File: config.mk
export PLATFORM = sky130hd
export DESIGN_NAME = dual_basis_mul
export DESIGN_NICKNAME = d
export VERILOG_FILES = /design/src/rtl/dbm_pkg.sv /design/src/rtl/dbm_to_dual.sv /design/src/rtl/dbm_extend.sv /design/src/rtl/dbm_inner.sv /design/src/rtl/dbm_to_std.sv /design/src/rtl/dual_basis_mul.sv
export SDC_FILE = /design/constraint.sdc
export NUM_CORES = 1
export LEC_CHECK = 0
export ABC_AREA = 1
export BUFFER_PORTS_ARGS = -buffer_cell sky130_fd_sc_hd__buf_2
export CORE_AREA = 10 10 87 89
export DETAILED_ROUTE_END_ITERATION = 8
export DIE_AREA = 0 0 97 99
export SLEW_MARGIN = 20
export SYNTH_ARGS = -nofsm -noshare
export SYNTH_HDL_FRONTEND = slang
export SYNTH_SLANG_ARGS = --single-unit
File: constraint.sdc
create_clock -name clk -period 2.25 [get_ports clk]
set_input_delay 0.3375 -clock clk [delete_from_list [all_inputs] [get_ports clk]]
set_output_delay 0.3375 -clock clk [all_outputs]
set_load 0.01 [all_outputs]
File: src/rtl/dbm_pkg.sv
package dbm_pkg;
  localparam int MAXM = 16;
  typedef logic [MAXM-1:0] fe_t;
  typedef logic [MAXM-1:0][MAXM-1:0] mat_t;  // [row][column]

  function automatic fe_t fe_mask(int m);
    fe_t r;
    if (m >= MAXM) r = '1;
    else r = fe_t'((32'd1 << m) - 32'd1);
    return r;
  endfunction

  // Shift-and-add multiply, operand a walks up through the powers of x
  function automatic fe_t fmul(int m, logic [MAXM:0] poly, fe_t a, fe_t b);
    fe_t acc, sh, msk;
    logic top;
    msk = fe_mask(m);
    acc = '0;
    sh  = a & msk;
    for (int i = 0; i < MAXM; i++) begin
      if (i < m) begin
        if (b[i]) acc = acc ^ sh;
        top = sh[m-1];
        sh  = (sh << 1) & msk;
        if (top) sh = sh ^ (poly[MAXM-1:0] & msk);
      end
    end
    return acc;
  endfunction

  // Absolute trace: sum of the m Frobenius conjugates, which lands in GF(2)
  function automatic logic ftrace(int m, logic [MAXM:0] poly, fe_t y);
    fe_t acc, s;
    acc = '0;
    s   = y;
    for (int k = 0; k < MAXM; k++) begin
      if (k < m) begin
        acc = acc ^ s;
        s   = fmul(m, poly, s, s);
      end
    end
    return acc[0];
  endfunction

  // Bit n is the trace of x^n, for n = 0 .. 2m-2
  function automatic logic [2*MAXM-2:0] trace_seq(int m, logic [MAXM:0] poly);
    logic [2*MAXM-2:0] t;
    fe_t p;
    t = '0;
    p = fe_t'(1);
    for (int n = 0; n < 2*MAXM-1; n++) begin
      if (n < 2*m-1) begin
        t[n] = ftrace(m, poly, p);
        p    = fmul(m, poly, p, fe_t'(2));
      end
    end
    return t;
  endfunction

  // Inverse over GF(2) of the Hankel trace matrix T[r][c] = Tr(x^(r+c))
  function automatic mat_t d2s_matrix(int m, logic [MAXM:0] poly);
    logic [2*MAXM-2:0] t;
    mat_t a, inv;
    fe_t tmp;
    int piv;
    t = trace_seq(m, poly);
    a = '0;
    inv = '0;
    for (int r = 0; r < m; r++) begin
      for (int c = 0; c < m; c++) a[r][c] = t[r+c];
      inv[r][r] = 1'b1;
    end
    for (int c = 0; c < m; c++) begin
      piv = -1;
      for (int r = c; r < m; r++)
        if (piv < 0 && a[r][c]) piv = r;
      if (piv >= 0) begin
        tmp = a[c];   a[c]   = a[piv];   a[piv]   = tmp;
        tmp = inv[c]; inv[c] = inv[piv]; inv[piv] = tmp;
        for (int r = 0; r < m; r++) begin
          if (r != c && a[r][c]) begin
            a[r]   = a[r] ^ a[c];
            inv[r] = inv[r] ^ inv[c];
          end
        end
      end
    end
    return inv;
  endfunction
endpackage

File: src/rtl/dbm_to_dual.sv
module dbm_to_dual #(
  parameter int unsigned M = 8,
  parameter logic [M:0]  POLY = 9'h11B
) (
  input  logic [M-1:0] x_std,
  output logic [M-1:0] x_dual
);
  localparam logic [dbm_pkg::MAXM:0] PX = (dbm_pkg::MAXM+1)'(POLY);
  localparam logic [2*dbm_pkg::MAXM-2:0] TSEQ = dbm_pkg::trace_seq(M, PX);

  // Row i of the conversion matrix is the trace sequence shifted by i
  for (genvar i = 0; i < M; i++) begin : g_row
    assign x_dual[i] = ^(x_std & TSEQ[i +: M]);
  end
endmodule

File: src/rtl/dbm_extend.sv
module dbm_extend #(
  parameter int unsigned M = 8,
  parameter logic [M:0]  POLY = 9'h11B
) (
  input  logic [M-1:0]   d_in,
  output logic [2*M-2:0] d_ext
);
  logic [2*M-2:0] seq;

  // Each new dual coordinate follows from the m before it via the field polynomial taps
  always_comb begin
    seq = '0;
    seq[M-1:0] = d_in;
    for (int j = 0; j < M-1; j++)
      seq[M+j] = ^(POLY[M-1:0] & seq[j +: M]);
  end

  assign d_ext = seq;
endmodule

File: src/rtl/dbm_inner.sv
module dbm_inner #(
  parameter int unsigned M = 8
) (
  input  logic [M-1:0]   a_std,
  input  logic [2*M-2:0] d_ext,
  output logic [M-1:0]   c_dual
);
  // m*m AND terms and m*(m-1) XOR terms: one window-wide inner product per output
  for (genvar j = 0; j < M; j++) begin : g_win
    assign c_dual[j] = ^(a_std & d_ext[j +: M]);
  end
endmodule

File: src/rtl/dbm_to_std.sv
module dbm_to_std #(
  parameter int unsigned M = 8,
  parameter logic [M:0]  POLY = 9'h11B
) (
  input  logic [M-1:0] y_dual,
  output logic [M-1:0] y_std
);
  localparam logic [dbm_pkg::MAXM:0] PX = (dbm_pkg::MAXM+1)'(POLY);
  localparam dbm_pkg::mat_t INV = dbm_pkg::d2s_matrix(M, PX);

  for (genvar r = 0; r < M; r++) begin : g_row
    assign y_std[r] = ^(y_dual & INV[r][M-1:0]);
  end
endmodule

File: src/rtl/dual_basis_mul.sv
module dual_basis_mul #(
  parameter int unsigned M = 8,
  parameter logic [M:0]  POLY = 9'h11B,
  parameter bit          REG_OUT = 1'b1
) (
  input  logic         clk,
  input  logic         rst,
  input  logic         in_valid,
  input  logic [M-1:0] a_in,
  input  logic [M-1:0] b_in,
  output logic [M-1:0] p_out,
  output logic         p_valid
);
  localparam int unsigned EXTW = 2*M - 1;

  logic [M-1:0]      b_dual;
  logic [EXTW-1:0]   b_ext;
  logic [M-1:0]      c_dual;
  logic [M-1:0]      c_std;

  dbm_to_dual #(.M(M), .POLY(POLY)) i_to_dual (.x_std(b_in), .x_dual(b_dual));
  dbm_extend  #(.M(M), .POLY(POLY)) i_extend  (.d_in(b_dual), .d_ext(b_ext));
  dbm_inner   #(.M(M))              i_inner   (.a_std(a_in), .d_ext(b_ext), .c_dual(c_dual));
  dbm_to_std  #(.M(M), .POLY(POLY)) i_to_std  (.y_dual(c_dual), .y_std(c_std));

  if (REG_OUT) begin : g_reg
    always_ff @(posedge clk) begin
      if (rst) begin
        p_out   <= '0;
        p_valid <= 1'b0;
      end else begin
        p_valid <= in_valid;
        if (in_valid) p_out <= c_std;
      end
    end
  end else begin : g_comb
    assign p_out   = c_std;
    assign p_valid = in_valid;
  end
endmodule

==> run metrics <==
status complete, but fails checks; failing checks setup timing; nets 614; Max Fclk 0.4216 GHz; top_reg_cell synth dfxtp_1; Layout area overhead 68.24%; Data arrival, critical path 2.51 ns; Detail Route Antenna Nets 0; max_cap viols 0; detailed-route DRC error count 0; GRT Overall Usage 0.1644; actual slew at the worst max-slew pin 0.3092 ns; first-pass GRT wire length 13880 um; Worst R2R Start p_out[2]$_SDFFE_PP0P_; Reg area 180.2 um2; Placed Cells 639; DR WL/cell 14.81 um; crit-path max FO 5; post-synth net total 521; CTS buffer count 3; die area 9603 um2; vias in the first global route 3222; CTS H-tree lvls 1; Setup Viol. Count Final 7; Worst setup SP type primary input; Final Hold Viols 0; initial antenna violation count 0; PwrDens 656.1 nW/um2; CTS max path bufs 2; Slew Limit Fails 0; Pre-antenna DRT Iters 5; die height 99 um; Starting Density 0.4391; clock slew at reported path FFs 0.05 ns; # rows 28; RSZ-0062 raised after global routing yes; Yosys reg bits 9; Worst Skew 0 ns; layout cell share with drive strength beyond 1 0.5135; Die X 97 um; final worst slack -0.1219 ns; commonest non-fill, non-tap cell in the layout nand2_1; capturing element type of the critical path register; period utilization 1.054; Yosys Warn Count 0; cell with the largest stage delay on the worst path o21bai_1; hold crit path type in -> reg; Multi-input gate area 2909 um2; crit path kind in -> reg; largest net degree at the start of global routing 18; core area 5851 um2; CTS tree built; Worst VDD drop 0.5134 mV; sequential area share after synthesis 0.07014; Iter 0 DRT Violations 222; EDFF count, synth 0; leading cell types in the layout, fill and taps excluded 119 x nand2_1, 75 x nand2_2, 64 x buf_4; n_diodes 0; Worst path max stage delay 0.16 ns; GRT overflow 0; total number of vias 3489; Hold WS 0.3864 ns; Post-DP HPWL 6534 um; worst-skew pair later-pin latency 0.23 ns; # IOs 28; # clock sinks 9; cells after synthesis 502; Worst Hold Launch rst; # port buffers 27; syn avg cell area 5.117 um2; fin crit period 2.372 ns; Leak Pwr 2.336 nW; RD Place Congestion 0.8811; WP data required 2.39 ns; post-layout util 0.7387; Via density 5.215; crit path from b_in[1]; WL final 9909 um; Mapped Area 2569 um2; asr flop ratio synth 0; slew margin rel. 0.7936; post-synth cell types 30; number of fill cells in the layout 454; clock tree root driver cell clkbuf_8; Cell Count, Final, Fillers Out 669
## per-stage QoR
stage                     TNS [ns]  worst slack (ns)  power, W  cell area, um2
after floorplan                  0          0.001809  0.001469            2616
after global placement      -2.841           -0.4183  0.001893            3119
after detailed placement    -3.150           -0.4224  0.001923            3119
after CTS                        0         0.0001725  0.002284            3490
after global routing        -1.830           -0.2928  0.003068            4322
final                      -0.5080           -0.1219  0.002835            4322
## registers in the layout (all words and copies together), names as in the netlist
register  cells
p_valid       1
p_out         8
## cells in the mapped netlist, types with 3 or more instances
master | n | area, um2
o21ai_0 | 3 | 15.01
buf_2 | 3 | 15.01
nand2_1 | 202 | 758.2
nand2_4 | 5 | 56.30
xor2_1 | 18 | 157.7
nand3b_1 | 3 | 22.52
nand3_1 | 85 | 425.4
inv_2 | 14 | 52.55
inv_1 | 51 | 191.4
dfxtp_1 | 9 | 180.2
nand2_2 | 23 | 143.9
xnor2_1 | 10 | 87.58
clkbuf_1 | 3 | 11.26
nor2_1 | 47 | 176.4
nand3_2 | 5 | 50.05
## path summary, 6_finish.rpt
path | end | slack, ns | cells past startpoint
worst max-delay path | p_out[7]$_SDFFE_PP0P_ | -0.12 | 25
worst min-delay path | p_valid$_SDFF_PP0_ | 0.39 | 2
worst max register to register | p_out[2]$_SDFFE_PP0P_ | 1.60 | 4
worst min register to register | p_out[6]$_SDFFE_PP0P_ | 0.54 | 4
## critical path: cells and delay by family
kind | cells | cell delay [ns]
AOI/OAI and AO/OA | 1 | 0.16
buffers and inverters | 6 | 0.50
and+or+nand+nor | 18 | 1.51
## final cells by class
cell class                      count  share of cell area
Inverter                           67             0.07064
Sequential cell                     9             0.04169
Tap cell                           75             0.02171
Multi-Input combinational cell    416              0.6731
Timing Repair Buffer               98              0.1824
Clock buffer                        4             0.01042
## power by group
group	total (W)	switching [W]	internal [W]	leakage [nW]
Clock	0.000191	0.0000677	0.000124	0.0228
Combinational	0.00243	0.00142	0.00101	2.24
Sequential	0.000214	0.0000156	0.000198	0.0748
Total	0.00284	0.00151	0.00133	2.34
## routing by layer
layer | vias up | track usage | wire length [um]
met1 | 1598 | 0.1764 | 3689
met5 | - | 0 | 0
met3 | 43 | 0.01816 | 492
met2 | 131 | 0.3153 | 5278
met4 | 0 | 0.07151 | 449
li1 | 1717 | - | -
## kinds of logic after synthesis
| family | Yosys count | synth area share |
|---|---|---|
| AND/OR/NAND/NOR | 376 | 0.6547 |
| buffers and inverters | 78 | 0.1252 |
| flip-flops | 9 | 0.07014 |
| AO/OA/AOI/OAI | 7 | 0.01558 |
| XOR/XNOR | 32 | 0.1344 |
## what timing repair did
item	CTS	global route
gates cloned	1	0
hold buffers	0	0
gates resized for setup	61	180
pin swaps	28	85
endpoints found under the setup margin	8	8
setup buffers	12	13
(Power assumes the default switching activity.)
